**src/rtl/mdio_master.sv**
```systemverilog
module mdio_master #(
  parameter int SPD_W = 6,
  parameter int PRE_BITS = 32
) (
  input  logic        clk,
  input  logic        rst_n,
  input  logic        reg_wr,
  input  logic [1:0]  reg_addr,
  input  logic [31:0] reg_wdata,
  output logic [31:0] reg_rdata,
  output logic        mdc,
  output logic        mdio_o,
  output logic        mdio_oe,
  input  logic        mdio_i,
  output logic        irq
);

  localparam int CW = $clog2(PRE_BITS + 32);
  localparam logic [CW-1:0] LAST = CW'(PRE_BITS + 31);
  localparam logic [CW-1:0] FBASE = CW'(PRE_BITS);

  logic [31:0]      frame_q;
  logic [SPD_W-1:0] spd_q, div_q;
  logic [CW-1:0]    bit_q;
  logic             nopre_q, busy_q, mdc_q, rd_q, smp_q, sts_q, ien_q;

  wire             wr_frame = reg_wr && reg_addr == 2'd0;
  wire             start    = wr_frame && !busy_q && spd_q != '0;
  wire             tick     = busy_q && div_q == spd_q - 1'b1;
  wire             rise     = tick && !mdc_q;
  wire             fall     = tick && mdc_q;
  wire             in_frame = bit_q >= FBASE;
  wire [CW-1:0]    fidx     = bit_q - FBASE;
  wire             done     = fall && bit_q == LAST;
  wire             in_bit   = (rd_q && fidx >= CW'(16)) ? smp_q : frame_q[31];

  always_ff @(posedge clk or negedge rst_n) begin
    if (!rst_n) begin
      frame_q <= '0;
    end else if (wr_frame) begin
      frame_q <= reg_wdata;
    end else if (fall && in_frame) begin
      frame_q <= {frame_q[30:0], in_bit};
    end
  end

  always_ff @(posedge clk or negedge rst_n) begin
    if (!rst_n) begin
      spd_q   <= '0;
      nopre_q <= 1'b0;
      ien_q   <= 1'b0;
    end else if (reg_wr) begin
      if (reg_addr == 2'd1) begin
        spd_q   <= reg_wdata[SPD_W:1];
        nopre_q <= reg_wdata[7];
      end
      if (reg_addr == 2'd3) ien_q <= reg_wdata[0];
    end
  end

  always_ff @(posedge clk or negedge rst_n) begin
    if (!rst_n) begin
      busy_q <= 1'b0;
      mdc_q  <= 1'b0;
      div_q  <= '0;
      bit_q  <= '0;
      rd_q   <= 1'b0;
      smp_q  <= 1'b0;
    end else if (start) begin
      busy_q <= 1'b1;
      mdc_q  <= 1'b0;
      div_q  <= '0;
      bit_q  <= nopre_q ? FBASE : '0;
      rd_q   <= reg_wdata[29:28] == 2'b10;
    end else if (busy_q) begin
      div_q <= tick ? '0 : div_q + 1'b1;
      if (rise) begin
        mdc_q <= 1'b1;
        smp_q <= mdio_i;
      end
      if (fall) begin
        mdc_q <= 1'b0;
        if (done) busy_q <= 1'b0;
        else      bit_q  <= bit_q + 1'b1;
      end
    end
  end

  always_ff @(posedge clk or negedge rst_n) begin
    if (!rst_n)                                    sts_q <= 1'b0;
    else if (done)                                 sts_q <= 1'b1;
    else if (reg_wr && reg_addr == 2'd2 && reg_wdata[0]) sts_q <= 1'b0;
  end

  assign mdc     = mdc_q;
  assign mdio_oe = busy_q && !(rd_q && in_frame && fidx >= CW'(14));
  assign mdio_o  = busy_q && (!in_frame || frame_q[31]);
  assign irq     = sts_q && ien_q;

  always_comb begin
    reg_rdata = '0;
    case (reg_addr)
      2'd0: reg_rdata = frame_q;
      2'd1: begin
        reg_rdata[SPD_W:1]       = spd_q;
        reg_rdata[7]             = nopre_q;
        reg_rdata[16+SPD_W-1:16] = div_q;
      end
      2'd2: reg_rdata[0] = sts_q;
      default: reg_rdata[0] = ien_q;
    endcase
  end

  AST_IDLE_QUIET: assert property (@(posedge clk) disable iff (!rst_n)
    !busy_q |-> !mdc && !mdio_oe);
  AST_MDC_STEP: assert property (@(posedge clk) disable iff (!rst_n)
    busy_q && $past(busy_q) && !$stable(mdc) |-> $past(div_q) == spd_q - 1'b1);
  AST_NO_START: assert property (@(posedge clk) disable iff (!rst_n)
    wr_frame && !busy_q && spd_q == '0 |=> !busy_q);
  AST_PRE_ONES: assert property (@(posedge clk) disable iff (!rst_n)
    busy_q && !in_frame |-> mdio_o && mdio_oe);
  AST_WRITE_DRIVES: assert property (@(posedge clk) disable iff (!rst_n)
    busy_q && !rd_q |-> mdio_oe);
  AST_DONE_FLAG: assert property (@(posedge clk) disable iff (!rst_n)
    $fell(busy_q) |-> sts_q);

endmodule

```
**config.mk**
```make
export PLATFORM = sky130hd
export DESIGN_NAME = mdio_master
export DESIGN_NICKNAME = d
export VERILOG_FILES = /design/src/rtl/mdio_master.sv
export SDC_FILE = /design/constraint.sdc
export NUM_CORES = 1
export LEC_CHECK = 0
export BUFFER_PORTS_ARGS = -buffer_cell sky130_fd_sc_hd__buf_4
export CORE_UTILIZATION = 32
export DETAILED_ROUTE_END_ITERATION = 7
export GPL_TIMING_DRIVEN = 0
export SLEW_MARGIN = 0
export SYNTH_ARGS = -nofsm -noshare
export SYNTH_HDL_FRONTEND = slang
export SYNTH_SLANG_ARGS = --single-unit
export TNS_END_PERCENT = 1
```
**constraint.sdc**
```tcl
create_clock -name clk -period 3 [get_ports clk]
set_clock_uncertainty 0.15 [all_clocks]
set_input_delay 0 -clock clk [delete_from_list [all_inputs] [get_ports clk]]
set_output_delay 0 -clock clk [all_outputs]
set_load 0.005 [all_outputs]
```
==> impl_metrics.tcl <==
set metrics [dict create \
    status "finished, final reports clean" \
    fmax_ghz 0.3587 \
    nNetsFinal 498 \
    fin_crit_ns 2.788 \
    postRouteAntennaNets 0 \
    hp-start "reg_addr[0]" \
    vias 2860 \
    ys_warn_count 0 \
    row_count 36 \
    min_path_type "input port to flop" \
    power_per_cell_area_nw_per_um2 618.5 \
    layout-drive-gt1-share 0.2435 \
    clkSinkCount 57 \
    power_mw 2.773 \
    h-tree-depth 3 \
    top_usage_layer "met2" \
    cellLeakagePower_nw 2.197 \
    async_reset_ff_frac 1.000 \
    synth_compound_area_frac 0.1146 \
    synthAdderAreaFrac 0.01942 \
    r2r_cells 8 \
    grt_usage 0.1816 \
    critPathBufInv 1 \
    path_cells "inv_1 > ha_1 > xor2_1 > nand3_1 > a211oi_2 > nand4_1 > mux2_1 > mux2_2" \
    yosysSeqAreaShare 0.4427 \
    relSlewSlack 0.4896 \
    synth_top_area_frac 0.4427 \
    gp_congestion 0.8371 \
    core_area_sq_um 9774 \
    via_per_inst 4.823 \
    holdPathEnd "sts_q" \
    insertion_delay_ns 0.35 \
    grt_pass1_vias 2944 \
    slowest_stage "dfrtp_1" \
    cp.arrival_ns 2.87 \
    drt_iter0_drc 137 \
    path_depth 8 \
    die_w_microns 102.3 \
    finalCritPeriodShare 0.9294 \
    synth_top_family_by_area "multiplexers" \
    start_util 0.3296 \
    use_met2 0.3051 \
    synth_cells 337 \
    grt_pass1_wl_microns 14430 \
    synthMuxAreaShare 0.1887 \
    setup_viol 0 \
    synth_flop_cell "dfrtp_1" \
    max-vdd-ir-drop_mv 0.2262 \
    tightest_slew_ns 0.7656 \
    detail_route.wl_per_cell_microns 14.55 \
    portBuffers 71 \
    layout_setup_ws_ns 0.2118 \
    regArea_sq_um 1426 \
    hold_path_depth 4 \
    diodes 0 \
    r2r_end "frame_q[0]" \
    ios 74 \
    ys_types 38 \
    timing_hold_violations_final 0 \
    drc 0 \
    startpoint "spd_q[0]" \
    grt_max_degree 58 \
    synth-xor-area-share 0.02447 \
    use_met1 0.2296 \
    cts_made_buffers 9 \
    cts_tree "yes" \
    netlist_area_sq_um 3222 \
    dr.pass1.iters 4 \
    worst-path-max-fanout 6 \
    clk_pin_slew_ns 0.07 \
    critPathMaxStageDelay_ns 0.47 \
    timing.rr.start "spd_q[0]" \
    fillers 937 \
    wl_microns 8630 \
    hpwl_microns 6052 \
    setup_tns_ns 0 \
    syn_avg_cell_area_sq_um 9.560 \
    rrSetupSlack_ns 0.21 \
    ys_ff_latch 57 \
    pre_cts_ws_ns 0.2420 \
    synth.net_count 380 \
    cp_top_family "multiplexers" \
    rsz0062_at_grt "false" \
    multi_input_area_sq_um 1683 \
    dieArea_sq_um 10470 \
    grt_antenna_before_repair 0 \
    critPathKind "flop to flop" \
    drv_cap 0 \
    slew_viol_final 0 \
    root_buffer "clkbuf_8" \
    grt_overflow 0 \
    synth_area_leaders "dfrtp_1 44%, mux2i_1 14%, nor2_1 6.4%" \
    die_h_microns 102.3 \
    grt_use_met3 0.04856 \
    area_growth_pct 39.18 \
    yosysTopAreaCell "dfrtp_1" \
    synthSimpleGateAreaFrac 0.1751 \
    cts_buffer_depth 2 \
    cts-resized-gates 0 \
    crit_path_end_kind "flop" \
    cp-start-kind "flop" \
    synth_edf_count 0 \
    crit_required_ns 3.08 \
]
-- report_power, final --
group | total, mW | internal [mW] | switching (mW)
Sequential | 1.17 | 0.958 | 0.209
Clock | 0.740 | 0.388 | 0.352
Combinational | 0.866 | 0.463 | 0.404
-- through the flow --
step | area [sq um] | util | instances | hold slack, ns
3_3_place_gp | 3921 | 0.4012 | 541 | -0.02849
6_report | 4484 | 0.4588 | 593 | 0.03447
2_1_floorplan | 3222 | - | 337 | -0.4456
3_5_place_dp | 3921 | 0.4012 | 541 | -0.03281
4_1_cts | 4484 | 0.4588 | 593 | 0.02627
5_1_grt | 4484 | 0.4588 | 593 | 0.08753
-- worst max path at each step --
| stage | slack, ns | to |
|---|---|---|
| finish | 0.21 | frame_q[0] |
| global route | 0.05 | frame_q[21] |
| CTS | 0.22 | frame_q[0] |
| detailed placement | 0.24 | frame_q[0] |
| global placement | 0.32 | frame_q[0] |
| floorplan | 0.66 | frame_q[0] |
-- cell usage in the layout (no fill, tap or decap), types with 13 or more instances in the layout --
cell type / count
buf_4: 71
dfrtp_1: 57
nor2_1: 55
mux2i_1: 45
dlygate4sd3_1: 36
a21oi_1: 35
and2_1: 19
nand2_1: 14
mux2_2: 13
-- worst min-delay path, delay by kind of cell --
family	cells	cell delay, ns
buffers and inverters	1	0.24
AND/OR/NAND/NOR	3	0.25
-- sequential cells by signal, summed over array words and instances (netlist names) --
| signal | flops |
|---|---|
| busy_q | 1 |
| frame_q | 32 |
| ien_q | 1 |
| sts_q | 1 |
| div_q | 6 |
| rd_q | 1 |
| nopre_q | 1 |
| smp_q | 1 |
| mdc | 1 |
| bit_q | 6 |
| spd_q | 6 |
-- timing repair --
action                                 CTS  global route
endpoints found under the hold margin  100             0
buffers inserted                         0             0
setup endpoints to repair                0             0
hold buffers                            36             0
-- cell families after synthesis --
kind of cell               after synthesis
adders and majority gates                5
buffers and inverters                   28
AOI/OAI and AO/OA                       61
DFF                                     57
and+or+nand+nor                        118
muxes                                   59
xor gates and xnor gates                 9
-- Yosys cell counts, types with 3 or more instances --
master,number
and2_1,19
clkbuf_1,12
inv_1,8
buf_2,6
a31o_2,3
nor2_1,55
nand4b_1,3
xnor2_1,5
ha_1,5
nand2_1,14
mux2i_1,45
mux2_2,13
nand4_1,4
xor2_1,4
dfrtp_1,57
o21ai_0,4
a21o_1,3
a31oi_1,3
nand3_1,12
a22o_1,5
a21oi_1,35
-- metal layers --
layer | routed length, microns | up-vias
li1 | - | 1411
met1 | 3986 | 1384
met2 | 4265 | 53
met3 | 285 | 12
met4 | 93 | 0
met5 | 0 | -
-- layout make-up --
type / instances / share of cell area
buffer: 20 / 0.01842
clock buffer: 9 / 0.02762
clock inverter: 7 / 0.01758
inverter: 8 / 0.006696
multi-input combinational: 252 / 0.3753
sequential: 57 / 0.3181
tap: 133 / 0.03711
timing repair buffer: 107 / 0.1992
No activity file was read; power rests on OpenSTA's default activity.
